## src/rtl/gpio_pkg.sv

```systemverilog
package gpio_pkg;

  localparam int DATA_W = 32;
  localparam int MAX_PINS = DATA_W / 2;

  typedef enum logic [1:0] {
    MODE_IN  = 2'b00,
    MODE_PP  = 2'b01,
    MODE_OD  = 2'b10,
    MODE_ALT = 2'b11
  } pinMode_e;

  typedef enum logic [1:0] {
    SEL_MODE = 2'd0,
    SEL_IN   = 2'd1,
    SEL_OUT  = 2'd2,
    SEL_SC   = 2'd3
  } regSel_e;

  typedef struct packed {
    logic    wrMode;
    logic    wrOut;
    logic    wrSetClr;
    logic    rdHit;
    regSel_e rdSel;
  } regStrobe_t;

endpackage

```

## src/rtl/gpio_ctrl.sv

```systemverilog
module gpio_ctrl
  import gpio_pkg::*;
#(
  parameter int ADDR_W = 8
) (
  input  logic [ADDR_W-1:0] busAddr,
  input  logic              busRd,
  input  logic              busWr,
  output regStrobe_t        strobe
);

  localparam int IDX_LSB = 2;

  logic    aligned;
  logic    inRange;
  logic    mapped;
  regSel_e sel;

  always_comb begin
    aligned = (busAddr[IDX_LSB-1:0] == '0);
    inRange = ((busAddr >> (IDX_LSB + 2)) == '0);
    mapped  = aligned && inRange;
    sel     = regSel_e'(busAddr[IDX_LSB+1:IDX_LSB]);
  end

  always_comb begin
    strobe          = '0;
    strobe.rdSel    = sel;
    strobe.rdHit    = busRd && mapped;
    strobe.wrMode   = busWr && mapped && (sel == SEL_MODE);
    strobe.wrOut    = busWr && mapped && (sel == SEL_OUT);
    strobe.wrSetClr = busWr && mapped && (sel == SEL_SC);
  end

endmodule

```

## src/rtl/gpio_pin_map.sv

```systemverilog
module gpio_pin_map
  import gpio_pkg::*;
(
  input  pinMode_e mode,
  input  logic     outBit,
  output logic     padOut,
  output logic     padOe,
  output logic     padAlt
);

  always_comb begin
    padOut = outBit;
    padOe  = 1'b0;
    padAlt = 1'b0;
    unique case (mode)
      MODE_IN:  ;
      MODE_PP:  padOe = 1'b1;
      MODE_OD: begin
        padOut = 1'b0;
        padOe  = ~outBit;
      end
      MODE_ALT: padAlt = 1'b1;
      default:  ;
    endcase
  end

endmodule

```

## src/rtl/gpio_datapath.sv

```systemverilog
module gpio_datapath
  import gpio_pkg::*;
#(
  parameter int PIN_COUNT   = 8,
  parameter int SYNC_STAGES = 2
) (
  input  logic                   clk,
  input  logic                   rstN,
  input  regStrobe_t             strobe,
  input  logic [DATA_W-1:0]      wdata,
  input  logic [PIN_COUNT-1:0]   pinIn,
  output logic [DATA_W-1:0]      rdata,
  output logic [2*PIN_COUNT-1:0] modeBits,
  output logic [PIN_COUNT-1:0]   outBits,
  output logic [PIN_COUNT-1:0]   pinOut,
  output logic [PIN_COUNT-1:0]   pinOe,
  output logic [PIN_COUNT-1:0]   altMode
);

  localparam int MODE_W = 2 * PIN_COUNT;

  logic [PIN_COUNT-1:0] syncBits;
  logic [PIN_COUNT-1:0] outNext;
  logic [DATA_W-1:0]    readWord;

  // input synchroniser
  generate
    if (SYNC_STAGES == 0) begin : g_noSync
      assign syncBits = pinIn;
    end else begin : g_sync
      logic [PIN_COUNT-1:0] chain [SYNC_STAGES];
      always_ff @(posedge clk or negedge rstN) begin
        if (!rstN) begin
          for (int s = 0; s < SYNC_STAGES; s++) chain[s] <= '0;
        end else begin
          chain[0] <= pinIn;
          for (int s = 1; s < SYNC_STAGES; s++) chain[s] <= chain[s-1];
        end
      end
      assign syncBits = chain[SYNC_STAGES-1];
    end
  endgenerate

  // mode register
  always_ff @(posedge clk or negedge rstN) begin
    if (!rstN)              modeBits <= '0;
    else if (strobe.wrMode) modeBits <= wdata[MODE_W-1:0];
  end

  // output register: a set/clear command outranks a plain write per pin
  generate
    for (genvar i = 0; i < PIN_COUNT; i++) begin : g_outNext
      logic [1:0] cmd;
      assign cmd = wdata[2*i +: 2];
      always_comb begin
        outNext[i] = outBits[i];
        if (strobe.wrOut) outNext[i] = wdata[i];
        if (strobe.wrSetClr) begin
          if (cmd == 2'b01)      outNext[i] = 1'b1;
          else if (cmd == 2'b10) outNext[i] = 1'b0;
        end
      end
    end
  endgenerate

  always_ff @(posedge clk or negedge rstN) begin
    if (!rstN) outBits <= '0;
    else       outBits <= outNext;
  end

  // per-pin drive mapping
  generate
    for (genvar i = 0; i < PIN_COUNT; i++) begin : g_pin
      gpio_pin_map u_map (
        .mode   (pinMode_e'(modeBits[2*i +: 2])),
        .outBit (outBits[i]),
        .padOut (pinOut[i]),
        .padOe  (pinOe[i]),
        .padAlt (altMode[i])
      );
    end
  endgenerate

  // read path
  always_comb begin
    readWord = '0;
    unique case (strobe.rdSel)
      SEL_MODE: readWord[MODE_W-1:0]    = modeBits;
      SEL_IN:   readWord[PIN_COUNT-1:0] = syncBits;
      SEL_OUT:  readWord[PIN_COUNT-1:0] = outBits;
      SEL_SC:   readWord                = '0;
      default:  readWord                = '0;
    endcase
  end

  always_ff @(posedge clk or negedge rstN) begin
    if (!rstN)             rdata <= '0;
    else if (strobe.rdHit) rdata <= readWord;
    else                   rdata <= '0;
  end

endmodule

```

## src/rtl/pin_port_ctrl.sv

```systemverilog
module pin_port_ctrl
  import gpio_pkg::*;
#(
  parameter int PIN_COUNT   = 8,
  parameter int SYNC_STAGES = 2,
  parameter int ADDR_W      = 8
) (
  input  logic                 clk,
  input  logic                 rstN,
  input  logic [ADDR_W-1:0]    busAddr,
  input  logic                 busRd,
  input  logic                 busWr,
  input  logic [31:0]          busWdata,
  output logic [31:0]          busRdata,
  input  logic [PIN_COUNT-1:0] pinIn,
  output logic [PIN_COUNT-1:0] pinOut,
  output logic [PIN_COUNT-1:0] pinOe,
  output logic [PIN_COUNT-1:0] altMode
);

  initial begin
    if (PIN_COUNT < 1 || PIN_COUNT > MAX_PINS)
      $error("PIN_COUNT out of range");
    if (ADDR_W < 4)
      $error("ADDR_W too small for the register map");
  end

  regStrobe_t             strobe;
  logic [2*PIN_COUNT-1:0] modeBits;
  logic [PIN_COUNT-1:0]   outBits;

  gpio_ctrl #(.ADDR_W(ADDR_W)) u_ctrl (
    .busAddr (busAddr),
    .busRd   (busRd),
    .busWr   (busWr),
    .strobe  (strobe)
  );

  gpio_datapath #(
    .PIN_COUNT   (PIN_COUNT),
    .SYNC_STAGES (SYNC_STAGES)
  ) u_dp (
    .clk      (clk),
    .rstN     (rstN),
    .strobe   (strobe),
    .wdata    (busWdata),
    .pinIn    (pinIn),
    .rdata    (busRdata),
    .modeBits (modeBits),
    .outBits  (outBits),
    .pinOut   (pinOut),
    .pinOe    (pinOe),
    .altMode  (altMode)
  );

endmodule

```

## config.mk

```make
export PLATFORM = sky130hd
export DESIGN_NAME = pin_port_ctrl
export DESIGN_NICKNAME = d
export VERILOG_FILES = /design/src/rtl/gpio_pkg.sv /design/src/rtl/gpio_ctrl.sv /design/src/rtl/gpio_pin_map.sv /design/src/rtl/gpio_datapath.sv /design/src/rtl/pin_port_ctrl.sv
export SDC_FILE = /design/constraint.sdc
export NUM_CORES = 1
export LEC_CHECK = 0
export BUFFER_PORTS_ARGS = -buffer_cell sky130_fd_sc_hd__buf_2
export CAP_MARGIN = 5
export CORE_MARGIN = 2
export CORE_UTILIZATION = 50
export CTS_CLUSTER_SIZE = 40
export DETAILED_ROUTE_END_ITERATION = 6
export HOLD_SLACK_MARGIN = 0.12
export MAX_ROUTING_LAYER = met4
export PLACE_DENSITY = 0.8
export SYNTH_ARGS = -nofsm -noshare
export SYNTH_HDL_FRONTEND = slang
export SYNTH_SLANG_ARGS = --single-unit
```

## constraint.sdc

```tcl
create_clock -name clk -period 1.2 [get_ports clk]
set_clock_uncertainty 0.15 [all_clocks]
set_input_delay 0.06 -clock clk [delete_from_list [all_inputs] [get_ports clk]]
set_output_delay 0.06 -clock clk [all_outputs]
set_load 0.03 [all_outputs]
```

==> flow_summary.json, run 1 <==
{
  "routabilityCongestion": 0.888,
  "rr_startpoint": "u_dp.modeBits[0]",
  "grt_pass1_vias": 2585,
  "finalSetupViolations": 55,
  "drtPass1Iterations": 7,
  "hp-class": "primary input to async pin",
  "grt_max_degree": 57,
  "vias_per_cell": 5.51,
  "leakagePower_nw": 2.34,
  "yosys_warnings": 0,
  "grt_pass1_wl_microns": 12300,
  "ys_top_cells_by_area": "dfrtp_1 46%, buf_4 10%, ha_1 9.9%",
  "area_delta_synth_final_pct": 60.6,
  "slowest_delay_ns": 0.46,
  "endpoint_kind": "output port",
  "antenna_found_initial": 0,
  "drt_iter0_markers": 375,
  "critical_path_class": "flip-flop to output port",
  "root_buffer": "clkbuf_8",
  "cts_tree": "yes",
  "hold_viol": 0,
  "power_density_mw_per_mm2": 805,
  "synth-edff-count": 0,
  "die_h_microns": 81.9,
  "cap_violations": 0,
  "syn-instance-count": 288,
  "fmax_ghz": 0.616,
  "cp.arrival_ns": 1.41,
  "cts-htree-levels": 2,
  "cp-start-kind": "flip-flop",
  "violations": "negative setup slack",
  "async_reset_ff_share_pct": 100,
  "worstSetupStartpoint": "u_dp.modeBits[15]",
  "fin_ws_ns": -0.425,
  "overflow": 0,
  "ys_types": 26,
  "path_buf_inv": 2,
  "required_ns": 0.99,
  "ys_top_cells_by_count": "56 x dfrtp_1, 42 x buf_4, 41 x nor2_1",
  "io_buffers": 75,
  "cts_sinks": 56,
  "numCtsBuffers": 5,
  "die_x_microns": 81.9,
  "syn_area_per_cell_sq_um": 10.5,
  "synthFlopType": "dfrtp_1",
  "timing.final.crit_period_ns": 1.62,
  "cp_slowest_cell": "dfrtp_1",
  "fin_setup_tns_ns": -8.19,
  "initial_core_util_pct": 51.6,
  "postLayoutCellArea_sq_mm": 0.00487,
  "cp_max_fo": 3,
  "place_area_sq_mm": 0.00352,
  "vias": 2775,
  "yosys_register_bits": 56,
  "cp_top_family": "flip-flops",
  "num_io_pins": 108,
  "dieArea_sq_mm": 0.00671,
  "clk_path_buf_depth": 2,
  "path_cells": "inv_1, ha_2, a21oi_2, nor2_1, buf_4",
  "core_sq_mm": 0.00589,
  "worstSkewPairLatency_ns": 0.33,
  "num-nets-final": 504,
  "n_antenna_cell": 0,
  "drv_slew": 0,
  "rows": 28,
  "ant_nets": 0,
  "outcome": "finished with violations",
  "path_clk_slew_ns": 0.11,
  "dpl.hpwl_microns": 4680,
  "finalCritPeriodShare_pct": 135,
  "drc": 0,
  "yosysMostFrequentCell": "dfrtp_1",
  "peakVddDrop_mv": 0.826,
  "netlist_area_sq_mm": 0.00303,
  "yosysTopAreaCell": "dfrtp_1",
  "gr-usage-all-layers_pct": 25.5,
  "drive_gt1_share_pct": 62.9,
  "avgRoutedWirePerCell_microns": 19.0,
  "grt_setup_unrepaired": "true",
  "drt_wl_total_microns": 9580,
  "yosysSeqAreaShare_pct": 46.2,
  "synth_top_area_share_pct": 46.2,
  "postLayoutCoreUtil_pct": 82.8
}
## worst paths after layout
kind / end / slack [ns] / cells after the start
max in group asynchronous: u_dp.modeBits[3] / 0.53 / 3
setup / recovery: pinOe[7] / -0.42 / 5
min in group clk: u_dp.syncBits[1] / 0.21 / 0
hold / removal: u_dp.rdata[7] / 0.11 / 3
setup reg to reg: u_dp.rdata[0] / -0.18 / 6
hold reg to reg: u_dp.syncBits[1] / 0.21 / 0
## logic make-up after synthesis
| logic type | share of synthesized area (%) |
|---|---|
| AOI/OAI and AO/OA | 9.40 |
| DFF | 46.2 |
| muxes | 9.65 |
| other | 0.124 |
| buffers and inverters | 14.8 |
| and+or+nand+nor | 9.94 |
| adders and majority gates | 9.90 |
## placed cells by master (no fill, tap or decap), types with 3 or more instances in the layout
master,netlist,routed
dfrtp_2,0,13
mux2_2,6,5
nor2_1,41,28
mux2i_1,9,6
nor2_4,0,7
inv_1,25,6
clkbuf_8,0,5
mux2_4,9,10
ha_2,0,9
buf_6,1,52
a31oi_4,0,3
nor2_2,0,6
buf_4,42,37
buf_2,2,49
a31oi_1,8,3
dlygate4sd3_1,0,27
and2_1,9,8
ha_4,0,15
o22ai_1,8,7
buf_12,0,3
a21oi_1,23,12
a221oi_2,0,8
dfrtp_1,56,43
conb_1,1,16
a21oi_2,0,10
inv_2,0,19
## tightest hold or removal path, stage by stage
cell and delay [ns]:
dlygate4sd3_1 0.52, buf_2 0.12, buf_12 0.28
## flip-flops by register name (all words and copies together), names as in the netlist
name,count
u_dp.rdata,16
u_dp.syncBits,8
u_dp.g_sync.chain,8
u_dp.modeBits,16
u_dp.outBits,8
## metal layers
metal | vias up | share of wire, % | wire length (microns) | GRT usage, %
met2 | 195 | 51 | 4890 | 44.5
met1 | 1355 | 37 | 3580 | 28.7
met5 | - | 0 | 0 | -
met3 | 41 | 7.6 | 726 | 5.38
met4 | 0 | 4.0 | 379 | 9.83
li1 | 1184 | - | - | -
## per-stage QoR
stage / power, mW / setup WS, ns / instances / hold slack (ns)
floorplan: 2.35 / -0.297 / 303 / -0.386
global placement: 2.51 / -0.346 / 441 / -0.0708
detailed placement: 2.53 / -0.416 / 441 / -0.0712
CTS: 3.74 / -0.336 / 491 / 0.125
global route: 4.05 / -0.500 / 504 / 0.156
finish: 3.92 / -0.425 / 504 / 0.110
## what timing repair did
| item | CTS | global route |
|---|---|---|
| resized for setup | 120 | 92 |
| hold endpoints to repair | 96 | 0 |
| setup buffers | 16 | 22 |
| hold buffers | 27 | 0 |
| setup endpoints to repair | 50 | 43 |
| pin swaps | 33 | 26 |
## cell type report
class | instances | area, sq um
multi-input cells | 172 | 1740
repair buffers | 168 | 1440
flip-flops and latches | 56 | 1420
fillers | 286 | 1010
inverters | 25 | 93.8
well taps | 75 | 93.8
clock buffers | 5 | 68.8
clock inverters | 3 | 21.3
## power by group
part           internal [mW]  total, mW  switching (mW)
registers               1.94       2.00          0.0580
clock network          0.416       1.08           0.660
logic                  0.400      0.844           0.445
total                   2.76       3.92            1.16
Power figures use the tool's default switching activity.
==> inputs of run 2 (changes only) <==
Settings changed: CORE_UTILIZATION 50 to 52, CTS_BUF_LIST set to sky130_fd_sc_hd__clkbuf_4, PLACE_DENSITY 0.8 to 0.83.
==> flow_summary.json, run 2 (synthesis gave the netlist of run 1 again) <==
{
  "outcome": "finished with violations",
  "violations": "negative setup slack",
  "n_antenna_cell": 0,
  "cap_violations": 0,
  "drtPass1Iterations": 4,
  "postLayoutCellArea_sq_mm": 0.00492,
  "path_cells": "inv_1, ha_2, a21oi_2, nor2_1, buf_4",
  "endpoint_kind": "output port",
  "power_density_mw_per_mm2": 771,
  "die_x_microns": 80.4,
  "seq_area_sq_mm": 0.00141,
  "drt_iter0_markers": 220,
  "ant_nets": 0,
  "area_delta_synth_final_pct": 62.2,
  "overflow": 0,
  "routabilityCongestion": 0.879,
  "finalCritPeriodShare_pct": 142,
  "critical_path_class": "flip-flop to output port",
  "drv_slew": 0,
  "reg2reg_setup_slack_ns": -0.25,
  "top_regs": "u_dp.modeBits (16), u_dp.rdata (16)",
  "cp_slowest_cell": "dfrtp_1",
  "drive_gt1_share_pct": 59.9,
  "required_ns": 0.99,
  "final_cell_mix": "65 x buf_6, 47 x dfrtp_1, 36 x buf_4",
  "p_seq_share_pct": 52.7,
  "path_clk_slew_ns": 0.19,
  "vias_per_cell": 5.51,
  "core_sq_mm": 0.00557,
  "met1_length_microns": 3650,
  "fmax_ghz": 0.586,
  "hold_viol": 0,
  "io_buffers": 75,
  "top_layer": "met4",
  "cts_tree": "yes",
  "p_int_mw": 2.60,
  "slowest_delay_ns": 0.50,
  "switching_share_pct": 31.5,
  "leakagePower_nw": 2.36,
  "drc": 0,
  "power_mw": 3.79,
  "place_inst": 434,
  "fillerInstances": 244,
  "cts_sinks": 56,
  "avgRoutedWirePerCell_microns": 20.3,
  "grt_pass1_wl_microns": 11900,
  "fin_ws_ns": -0.505,
  "power_frac_clock_pct": 24.6,
  "grt_max_degree": 57,
  "cp.depth": 5,
  "drt_wl_total_microns": 10200,
  "p_sw_mw": 1.19,
  "timing.hold.ws_ns": 0.106,
  "reg2reg_depth": 6,
  "hp-class": "primary input to flip-flop",
  "dpl.hpwl_microns": 4640,
  "num-nets-final": 504,
  "worstSkewPairLatency_ns": 0.42,
  "timing.final.crit_period_ns": 1.71,
  "die_h_microns": 80.4,
  "tightest_slew_ns": 0.607,
  "multi_input_area_sq_mm": 0.00173,
  "grt_setup_unrepaired": "true",
  "p_comb_share_pct": 22.7,
  "wl_met3_microns": 652,
  "cts-htree-levels": 2,
  "rows": 27,
  "cp-start-kind": "flip-flop",
  "finalSetupViolations": 50,
  "root_buffer": "clkbuf_4",
  "antenna_found_initial": 0,
  "cp_top_family": "flip-flops",
  "fin_setup_tns_ns": -10.65,
  "final_common_cell": "buf_6",
  "peakVddDrop_mv": 1.07,
  "cp.arrival_ns": 1.50,
  "max_slew_margin_pct": 59.6,
  "hold_buffers": 29,
  "num_io_pins": 108,
  "place_area_sq_mm": 0.00350,
  "wl_met2_microns": 5310,
  "dieArea_sq_mm": 0.00646,
  "grt_pass1_vias": 2569,
  "clk_path_buf_depth": 2,
  "vias": 2760,
  "cp_max_fo": 3,
  "initial_core_util_pct": 54.4,
  "final_cells": 501,
  "path_buf_inv": 2,
  "numCtsBuffers": 5,
  "postLayoutCoreUtil_pct": 88.3,
  "whs_path_depth": 5,
  "place_ws_ns": -0.419,
  "gr-usage-all-layers_pct": 24.8
}
## run 2: layout make-up
type / count / share of cell area [%]
multi-input combinational: 172 / 35.1
timing repair buffer: 168 / 31.1
sequential: 56 / 28.7
inverter: 25 / 1.96
tap: 72 / 1.83
clock buffer: 5 / 0.763
clock inverter: 3 / 0.559
## run 2: final timing paths
path	start	to
worst max register to register	u_dp.modeBits[3]	u_dp.rdata[3]
worst max-delay path	u_dp.modeBits[11]	pinOe[5]
worst min-delay path	busAddr[2]	u_dp.rdata[4]
min in group asynchronous	rstN	u_dp.rdata[12]
max in group asynchronous	rstN	u_dp.modeBits[3]
worst min register to register	u_dp.g_sync.chain[8]	u_dp.syncBits[0]
## run 2: repair_timing
action                                 4_1_cts  5_1_grt
setup buffers                               12       19
endpoints found under the hold margin      104        4
setup endpoints to repair                   30       92
gates cloned                                 0        2
pin swaps                                   19       22
gates resized for setup                     96      150
## run 2: power by group through the flow
stage                     logic, mW  clock network [mW]  registers, mW
after detailed placement      0.517                   0           2.02
after global placement        0.501                   0           2.01
after CTS                     0.690               0.917           1.98
final                         0.860               0.933           2.00
after floorplan               0.340                   0           2.01
after global routing          0.906                1.04           2.01
## run 2: per-layer routing
metal,GRT usage [%],up-vias
li1,-,1190
met1,28.3,1352
met2,44.3,165
met3,3.93,53
met4,8.31,0
met5,-,-
## run 2: worst register-to-register path, stage by stage, from the launching register on
cell	delay (ns)
dfrtp_2	0.48
buf_6	0.14
buf_6	0.11
mux2i_1	0.19
nor2_1	0.07
a21oi_1	0.16
nor2_1	0.08
